$ cat config.mk
export PLATFORM = sky130hd
export DESIGN_NAME = vec_elem_seq
export DESIGN_NICKNAME = d
export VERILOG_FILES = /design/src/rtl/vseq_pkg.sv /design/src/rtl/vseq_mask_prep.sv /design/src/rtl/vseq_pick.sv /design/src/rtl/vec_elem_seq.sv
export SDC_FILE = /design/constraint.sdc
export NUM_CORES = 1
export LEC_CHECK = 0
export ABC_AREA = 1
export BUFFER_PORTS_ARGS = -buffer_cell sky130_fd_sc_hd__buf_2
export CORE_UTILIZATION = 25
export CTS_CLUSTER_DIAMETER = 80
export DETAILED_ROUTE_END_ITERATION = 6
export PLACE_DENSITY = 0.48
export SYNTH_ARGS = -nofsm -noshare
export SYNTH_HDL_FRONTEND = slang
export SYNTH_SLANG_ARGS = --single-unit
$ cat constraint.sdc
create_clock -name clk_i -period 13.55 [get_ports clk_i]
set_input_delay 2.71 -clock clk_i [delete_from_list [all_inputs] [get_ports clk_i]]
set_output_delay 2.71 -clock clk_i [all_outputs]
set_load 0.02 [all_outputs]
$ cat src/rtl/vseq_pkg.sv
package vseq_pkg;
  typedef enum logic [0:0] {
    ST_IDLE = 1'b0,
    ST_RUN  = 1'b1
  } seq_state_e;

  typedef enum logic [1:0] {
    EW_8  = 2'd0,
    EW_16 = 2'd1,
    EW_32 = 2'd2,
    EW_64 = 2'd3
  } elem_width_e;
endpackage

$ cat src/rtl/vseq_mask_prep.sv
// Selects the mask image and clears elements beyond vl or beyond the register file.
module vseq_mask_prep #(
  parameter int unsigned MAX_VL    = 64,
  parameter int unsigned REG_COUNT = 128,
  localparam int unsigned CW = $clog2(MAX_VL + 1),
  localparam int unsigned RW = $clog2(REG_COUNT)
) (
  input  logic [MAX_VL-1:0] int_mask_i,
  input  logic [MAX_VL-1:0] cr_mask_i,
  input  logic              sel_i,
  input  logic [CW-1:0]     vl_i,
  input  logic [RW-1:0]     base_i,
  output logic [MAX_VL-1:0] live_o
);
  logic [MAX_VL-1:0] picked;
  assign picked = sel_i ? cr_mask_i : int_mask_i;

  for (genvar i = 0; i < MAX_VL; i++) begin : g_bit
    localparam int unsigned IDX = i;
    logic in_len, in_file;
    assign in_len  = IDX < 32'(vl_i);
    assign in_file = (IDX + 32'(base_i)) < REG_COUNT;
    assign live_o[i] = picked[i] & in_len & in_file;
  end
endmodule

$ cat src/rtl/vseq_pick.sv
// Lowest set bit in forward mode, highest in reverse mode.
module vseq_pick #(
  parameter int unsigned MAX_VL = 64,
  localparam int unsigned IW = $clog2(MAX_VL)
) (
  input  logic [MAX_VL-1:0] live_i,
  input  logic              rev_i,
  output logic              found_o,
  output logic [IW-1:0]     idx_o
);
  always_comb begin
    found_o = |live_i;
    idx_o   = '0;
    if (rev_i) begin
      for (int i = 0; i < MAX_VL; i++)
        if (live_i[i]) idx_o = IW'(i);
    end else begin
      for (int i = MAX_VL - 1; i >= 0; i--)
        if (live_i[i]) idx_o = IW'(i);
    end
  end
endmodule

$ cat src/rtl/vec_elem_seq.sv
module vec_elem_seq
  import vseq_pkg::*;
#(
  parameter int unsigned MAX_VL    = 64,
  parameter int unsigned REG_COUNT = 128,
  localparam int unsigned IW = $clog2(MAX_VL),
  localparam int unsigned CW = $clog2(MAX_VL + 1),
  localparam int unsigned RW = $clog2(REG_COUNT)
) (
  input  logic              clk_i,
  input  logic              rst_ni,
  input  logic              start_i,
  input  logic [CW-1:0]     vl_i,
  input  logic [MAX_VL-1:0] src_mask_int_i,
  input  logic [MAX_VL-1:0] src_mask_cr_i,
  input  logic              src_mask_sel_i,
  input  logic [MAX_VL-1:0] dst_mask_int_i,
  input  logic [MAX_VL-1:0] dst_mask_cr_i,
  input  logic              dst_mask_sel_i,
  input  logic [RW-1:0]     src_base_i,
  input  logic [RW-1:0]     dst_base_i,
  input  logic [1:0]        ew_i,
  input  logic              reverse_i,
  input  logic              sat_i,
  input  logic              ffirst_i,
  output logic              issue_valid_o,
  input  logic              issue_ready_i,
  output logic [IW-1:0]     src_idx_o,
  output logic [IW-1:0]     dst_idx_o,
  output logic [RW-1:0]     src_reg_o,
  output logic [RW-1:0]     dst_reg_o,
  output logic [1:0]        ew_o,
  output logic              sat_o,
  input  logic              cond_ok_i,
  output logic              done_o,
  output logic [CW-1:0]     done_vl_o
);
  seq_state_e        st_q;
  logic [MAX_VL-1:0] src_left_q, dst_left_q;
  logic [MAX_VL-1:0] src_init, dst_init;
  logic [CW-1:0]     cnt_q;
  logic              stop_q;
  elem_width_e       ew_q;
  logic              sat_q, rev_q, ff_q;
  logic [RW-1:0]     src_base_q, dst_base_q;
  logic              src_found, dst_found, both_found, hs, fail_hs;
  logic [IW-1:0]     src_idx, dst_idx;

  vseq_mask_prep #(.MAX_VL(MAX_VL), .REG_COUNT(REG_COUNT)) u_src_prep (
    .int_mask_i(src_mask_int_i), .cr_mask_i(src_mask_cr_i), .sel_i(src_mask_sel_i),
    .vl_i(vl_i), .base_i(src_base_i), .live_o(src_init)
  );
  vseq_mask_prep #(.MAX_VL(MAX_VL), .REG_COUNT(REG_COUNT)) u_dst_prep (
    .int_mask_i(dst_mask_int_i), .cr_mask_i(dst_mask_cr_i), .sel_i(dst_mask_sel_i),
    .vl_i(vl_i), .base_i(dst_base_i), .live_o(dst_init)
  );
  vseq_pick #(.MAX_VL(MAX_VL)) u_src_pick (
    .live_i(src_left_q), .rev_i(rev_q), .found_o(src_found), .idx_o(src_idx)
  );
  vseq_pick #(.MAX_VL(MAX_VL)) u_dst_pick (
    .live_i(dst_left_q), .rev_i(rev_q), .found_o(dst_found), .idx_o(dst_idx)
  );

  assign both_found    = src_found & dst_found;
  assign issue_valid_o = (st_q == ST_RUN) & both_found & ~stop_q;
  assign done_o        = (st_q == ST_RUN) & (~both_found | stop_q);
  assign hs            = issue_valid_o & issue_ready_i;
  assign fail_hs       = hs & ff_q & ~cond_ok_i;

  assign src_idx_o = src_idx;
  assign dst_idx_o = dst_idx;
  assign src_reg_o = src_base_q + RW'(src_idx);
  assign dst_reg_o = dst_base_q + RW'(dst_idx);
  assign ew_o      = ew_q;
  assign sat_o     = sat_q;
  assign done_vl_o = cnt_q;

  always_ff @(posedge clk_i or negedge rst_ni) begin
    if (!rst_ni) begin
      st_q       <= ST_IDLE;
      src_left_q <= '0;
      dst_left_q <= '0;
      cnt_q      <= '0;
      stop_q     <= 1'b0;
      ew_q       <= EW_8;
      sat_q      <= 1'b0;
      rev_q      <= 1'b0;
      ff_q       <= 1'b0;
      src_base_q <= '0;
      dst_base_q <= '0;
    end else if (st_q == ST_IDLE) begin
      if (start_i) begin
        st_q       <= ST_RUN;
        src_left_q <= src_init;
        dst_left_q <= dst_init;
        cnt_q      <= '0;
        stop_q     <= 1'b0;
        ew_q       <= elem_width_e'(ew_i);
        sat_q      <= sat_i;
        rev_q      <= reverse_i;
        ff_q       <= ffirst_i;
        src_base_q <= src_base_i;
        dst_base_q <= dst_base_i;
      end
    end else begin
      if (done_o) begin
        st_q   <= ST_IDLE;
        stop_q <= 1'b0;
      end else if (fail_hs) begin
        stop_q <= 1'b1;
      end else if (hs) begin
        src_left_q <= src_left_q & ~(MAX_VL'(1) << src_idx);
        dst_left_q <= dst_left_q & ~(MAX_VL'(1) << dst_idx);
        cnt_q      <= cnt_q + CW'(1);
      end
    end
  end

  assert_hold_R10: assert property (@(posedge clk_i) disable iff (!rst_ni)
    (issue_valid_o && !issue_ready_i) |=>
      (issue_valid_o && $stable(src_idx_o) && $stable(dst_idx_o) && $stable(src_reg_o)
       && $stable(dst_reg_o) && $stable(ew_o) && $stable(sat_o)));

  assert_fwd_order_R1: assert property (@(posedge clk_i) disable iff (!rst_ni)
    (hs && !rev_q && !fail_hs) |=>
      (!issue_valid_o || (src_idx_o > $past(src_idx_o) && dst_idx_o > $past(dst_idx_o))));

  assert_rev_order_R3: assert property (@(posedge clk_i) disable iff (!rst_ni)
    (hs && rev_q && !fail_hs) |=>
      (!issue_valid_o || (src_idx_o < $past(src_idx_o) && dst_idx_o < $past(dst_idx_o))));

  assert_fail_stop_R4: assert property (@(posedge clk_i) disable iff (!rst_ni)
    fail_hs |=> (done_o && !issue_valid_o && $stable(done_vl_o)));

  assert_no_wrap_R8: assert property (@(posedge clk_i) disable iff (!rst_ni)
    issue_valid_o |-> (src_reg_o >= src_base_q && dst_reg_o >= dst_base_q));

  assert_done_pulse_R11: assert property (@(posedge clk_i) disable iff (!rst_ni)
    done_o |=> !done_o);

  assert_done_quiet_R11: assert property (@(posedge clk_i) disable iff (!rst_ni)
    done_o |-> !issue_valid_o);
endmodule

==> flow_summary_export.csv <==
group,metric,value,unit
critical_path,cp_slowest_cell,"fa_1",
place,port_buffers,326,
hold_path,hp-class,"reg2reg",
floorplanning,die_x,264,um
timing,finClkSkew,0.0145,ns
pwr,seq_power_share,0.184,
timing,fmax,113,MHz
hold_path,hold_end,"ew_o[1]",
timing,finalSetupViolations,0,
critical_path,path_delay_family,"simple AND/OR/NAND/NOR gates",
critical_path,cp_slowest_stage_delay,0.40,ns
timing,maxSlewHeadroom,0.115,
finish,layout_common_cells,"1013 x nand2_1, 325 x buf_2, 321 x nor2_1",
cts,cts_tree,"yes",
synth,yosys_warnings,0,
synth,yosys_most_used_dff,"dfrtp_1",
critical_path,cp_max_fo,6,
grt,grtUsageTotal,0.255,
critical_path,r2r-start,"src_left_q[48]",
pwr,power_frac_comb,0.713,
pwr,pwr-share-clk,0.103,
synth,synth_top_cell_by_area,"dfrtp_1",
hold_path,min-delay-start,"ew_o[1]",
synth,synth.net_count,3041,
cts,cts-resized-gates,0,
critical_path,cp.required,10.84,ns
route,drt_iter0_drc,2216,
grt,antenna_found_initial,8,
cts,clockBufferDepth,2,
place,placed_cell_area,0.0197,mm^2
synth,synth-edff-count,0,
grt,grt_overflow,0,
route,dr.pass1.iters,6,
route,wl_per_cell,23.0,um
synth,synthTopCellsByArea,"dfrtp_1 23%, nand2_1 22%, bufinv_8 7.7%",
pwr,internal_power,2260,uW
timing,worst_pin_slew,1.29,ns
timing,period_share,0.651,
timing,maxSlewViolCount,0,
critical_path,cp.arrival,6.10,ns
synth,yosysTopAreaCellShare,0.228,
critical_path,cp-start-kind,"flop",
finish,final_util,0.300,
synth,syn_area,0.0172,mm^2
hold_path,holdPathStages,2,
finish,drive_above_1_share,0.189,
cts,path_clk_slew,0.07,ns
place,gp_congestion,0.954,
synth,synth_seq_cells,156,
synth,async_flop_share,1.00,
cts,clock-sinks,156,
flow_run,max_cap_violations,0,
critical_path,worstSetupPathType,"reg2out",
pwr,vdd.ir_drop.worst,0.118,mV
cts,holdBufCountCts,0,
floorplanning,initial_core_util,0.254,
pwr,power.density,245,mW/mm^2
place,dpl.hpwl,70500,um
finish,layout.nets,3318,
grt,grt_pass1_vias,18400,
synth,synth_cell_types,60,
finish,synthToLayoutAreaGrowth,18.0,%
critical_path,rrSetupSlack,8.44,ns
critical_path,reg2reg_to,"dst_left_q[12]",
floorplanning,core_area,0.0675,mm^2
cts,root_buffer,"clkbuf_16",
grt,grt_start_max_net_pins,73,
critical_path,cp_num_buf_inv,2,
finish,fin_cells,3905,
synth,synthCells,2737,
cts,clk_latency,0.51,ns
timing,post-route-min-period,8.81,ns
cts,htreeDepth,4,
grt,grt_pass1_wl,129000,um
finish,final_common_cell,"nand2_1",
finish,final_area,0.0202,mm^2
route,viasPerCell,5.02,
synth,syn_area_per_cell,6.27,um^2
pwr,p_switching,2700,uW
status,outcome,"finished clean",
timing,hold-worst-slack,0.479,ns
cts,post-cts-setup-buffers,0,
floorplanning,ios,327,
place,dp_cells,3868,
route,num_vias,19600,
floorplanning,rows,95,
pwr,p_sw_frac,0.545,
synth,yosysSeqAreaShare,0.228,
timing,rsz0062_at_grt,"no",
critical_path,reg2regPathDepth,15,
floorplanning,die_h,264,um
route,drc,0,
pwr,leakage,0.0109,uW
route,routed_wl,89700,um
timing,setup_tns,0,ns
route,ant_nets,0,
critical_path,critical_path.most_common_cell,"nand2_1",
timing,hold_viol,0,
critical_path,endpoint_kind,"primary output",
cts,numCtsBuffers,17,
floorplanning,dieArea,0.0697,mm^2
-- cell families (layout without fill, tap and decap cells) --
| kind of cell | after synthesis | count (layout) | synth area share |
|---|---|---|---|
| mux | 30 | 30 | 0.0175 |
| flops | 156 | 156 | 0.228 |
| xor+xnor | 11 | 11 | 0.00562 |
| buf+inv | 524 | 814 | 0.186 |
| compound gates | 430 | 430 | 0.162 |
| other cells | 0 | 5 | 0 |
| fa+ha+maj | 15 | 15 | 0.0118 |
| simple gates | 1571 | 1571 | 0.390 |
-- power by group through the flow --
stage | combinational, uW | clock [uW] | sequential, uW
final | 3530 | 510 | 913
after global routing | 3850 | 536 | 943
after CTS | 3490 | 520 | 909
after detailed placement | 3480 | 0 | 915
after global placement | 3490 | 0 | 914
after floorplan | 2560 | 0 | 863
-- cells in the mapped netlist (all sizes together), types with 21 or more instances --
cell type	instances
a2111oi	64
a21oi	152
o21ai	87
nand4	65
a21boi	58
clkbuf	86
dfrtp	156
mux2i	30
bufinv	75
nand2	1027
buf	21
a31oi	27
nor3	21
nand3	93
inv	326
nor2	346
-- how the worst max path moves through the flow --
| stage | endpoint | startpoint | depth (start not counted) | slack (ns) |
|---|---|---|---|---|
| after global placement | src_reg_o[6] | src_left_q[63] | 73 | 5.36 |
| final | src_reg_o[6] | src_left_q[62] | 74 | 4.74 |
| after floorplan | src_reg_o[6] | src_left_q[3] | 72 | 6.17 |
| after CTS | src_reg_o[6] | src_left_q[62] | 74 | 4.77 |
| after detailed placement | src_reg_o[6] | src_left_q[63] | 73 | 5.36 |
| after global routing | src_reg_o[6] | src_left_q[62] | 74 | 4.00 |
-- state kept, by name, indices dropped and copies added (netlist names), 2 cells and up --
| signal | cells |
|---|---|
| done_vl_o | 7 |
| src_base_q | 7 |
| src_left_q | 64 |
| dst_left_q | 64 |
| ew_o | 2 |
| dst_base_q | 7 |
-- worst reg2reg max path, stage by stage, from the launching register on --
cell and delay (ns):
dfrtp_1 0.40, nor2_1 0.30, nand2_1 0.15, nor2_1 0.25, nand2_1 0.13, o41ai_1 1.14, nor2_1 0.23, nand2_1 0.14
inv_2 0.05, nand2_1 0.07, inv_2 0.19, o21ai_4 0.20, buf_4 0.49, buf_4 0.75, a31oi_1 0.32, a21boi_1 0.22
-- per-layer routing --
metal  GRT usage  part of all wire  vias to the layer above
met5           0           0.00046                        -
met3      0.0502             0.080                      132
met2       0.379              0.42                      905
li1            -                 -                     9314
met1       0.357              0.45                     9261
met4       0.104             0.042                        6
-- area by class of cell --
| class | count | area (um^2) |
|---|---|---|
| diodes | 5 | 12.5 |
| inverters | 410 | 2580 |
| flip-flops and latches | 156 | 3910 |
| repair buffers | 372 | 1980 |
| multi-input cells | 2057 | 10100 |
| clock inverters | 14 | 136 |
| fillers | 7719 | 47300 |
| well taps | 873 | 1090 |
| clock buffers | 18 | 429 |
-- metrics by stage --
step	setup WS [ns]	power, uW
floorplan	6.17	3420
global placement	5.36	4400
detailed placement	5.36	4390
CTS	4.77	4920
global route	4.00	5330
finish	4.74	4950
(Power assumes the default switching activity.)
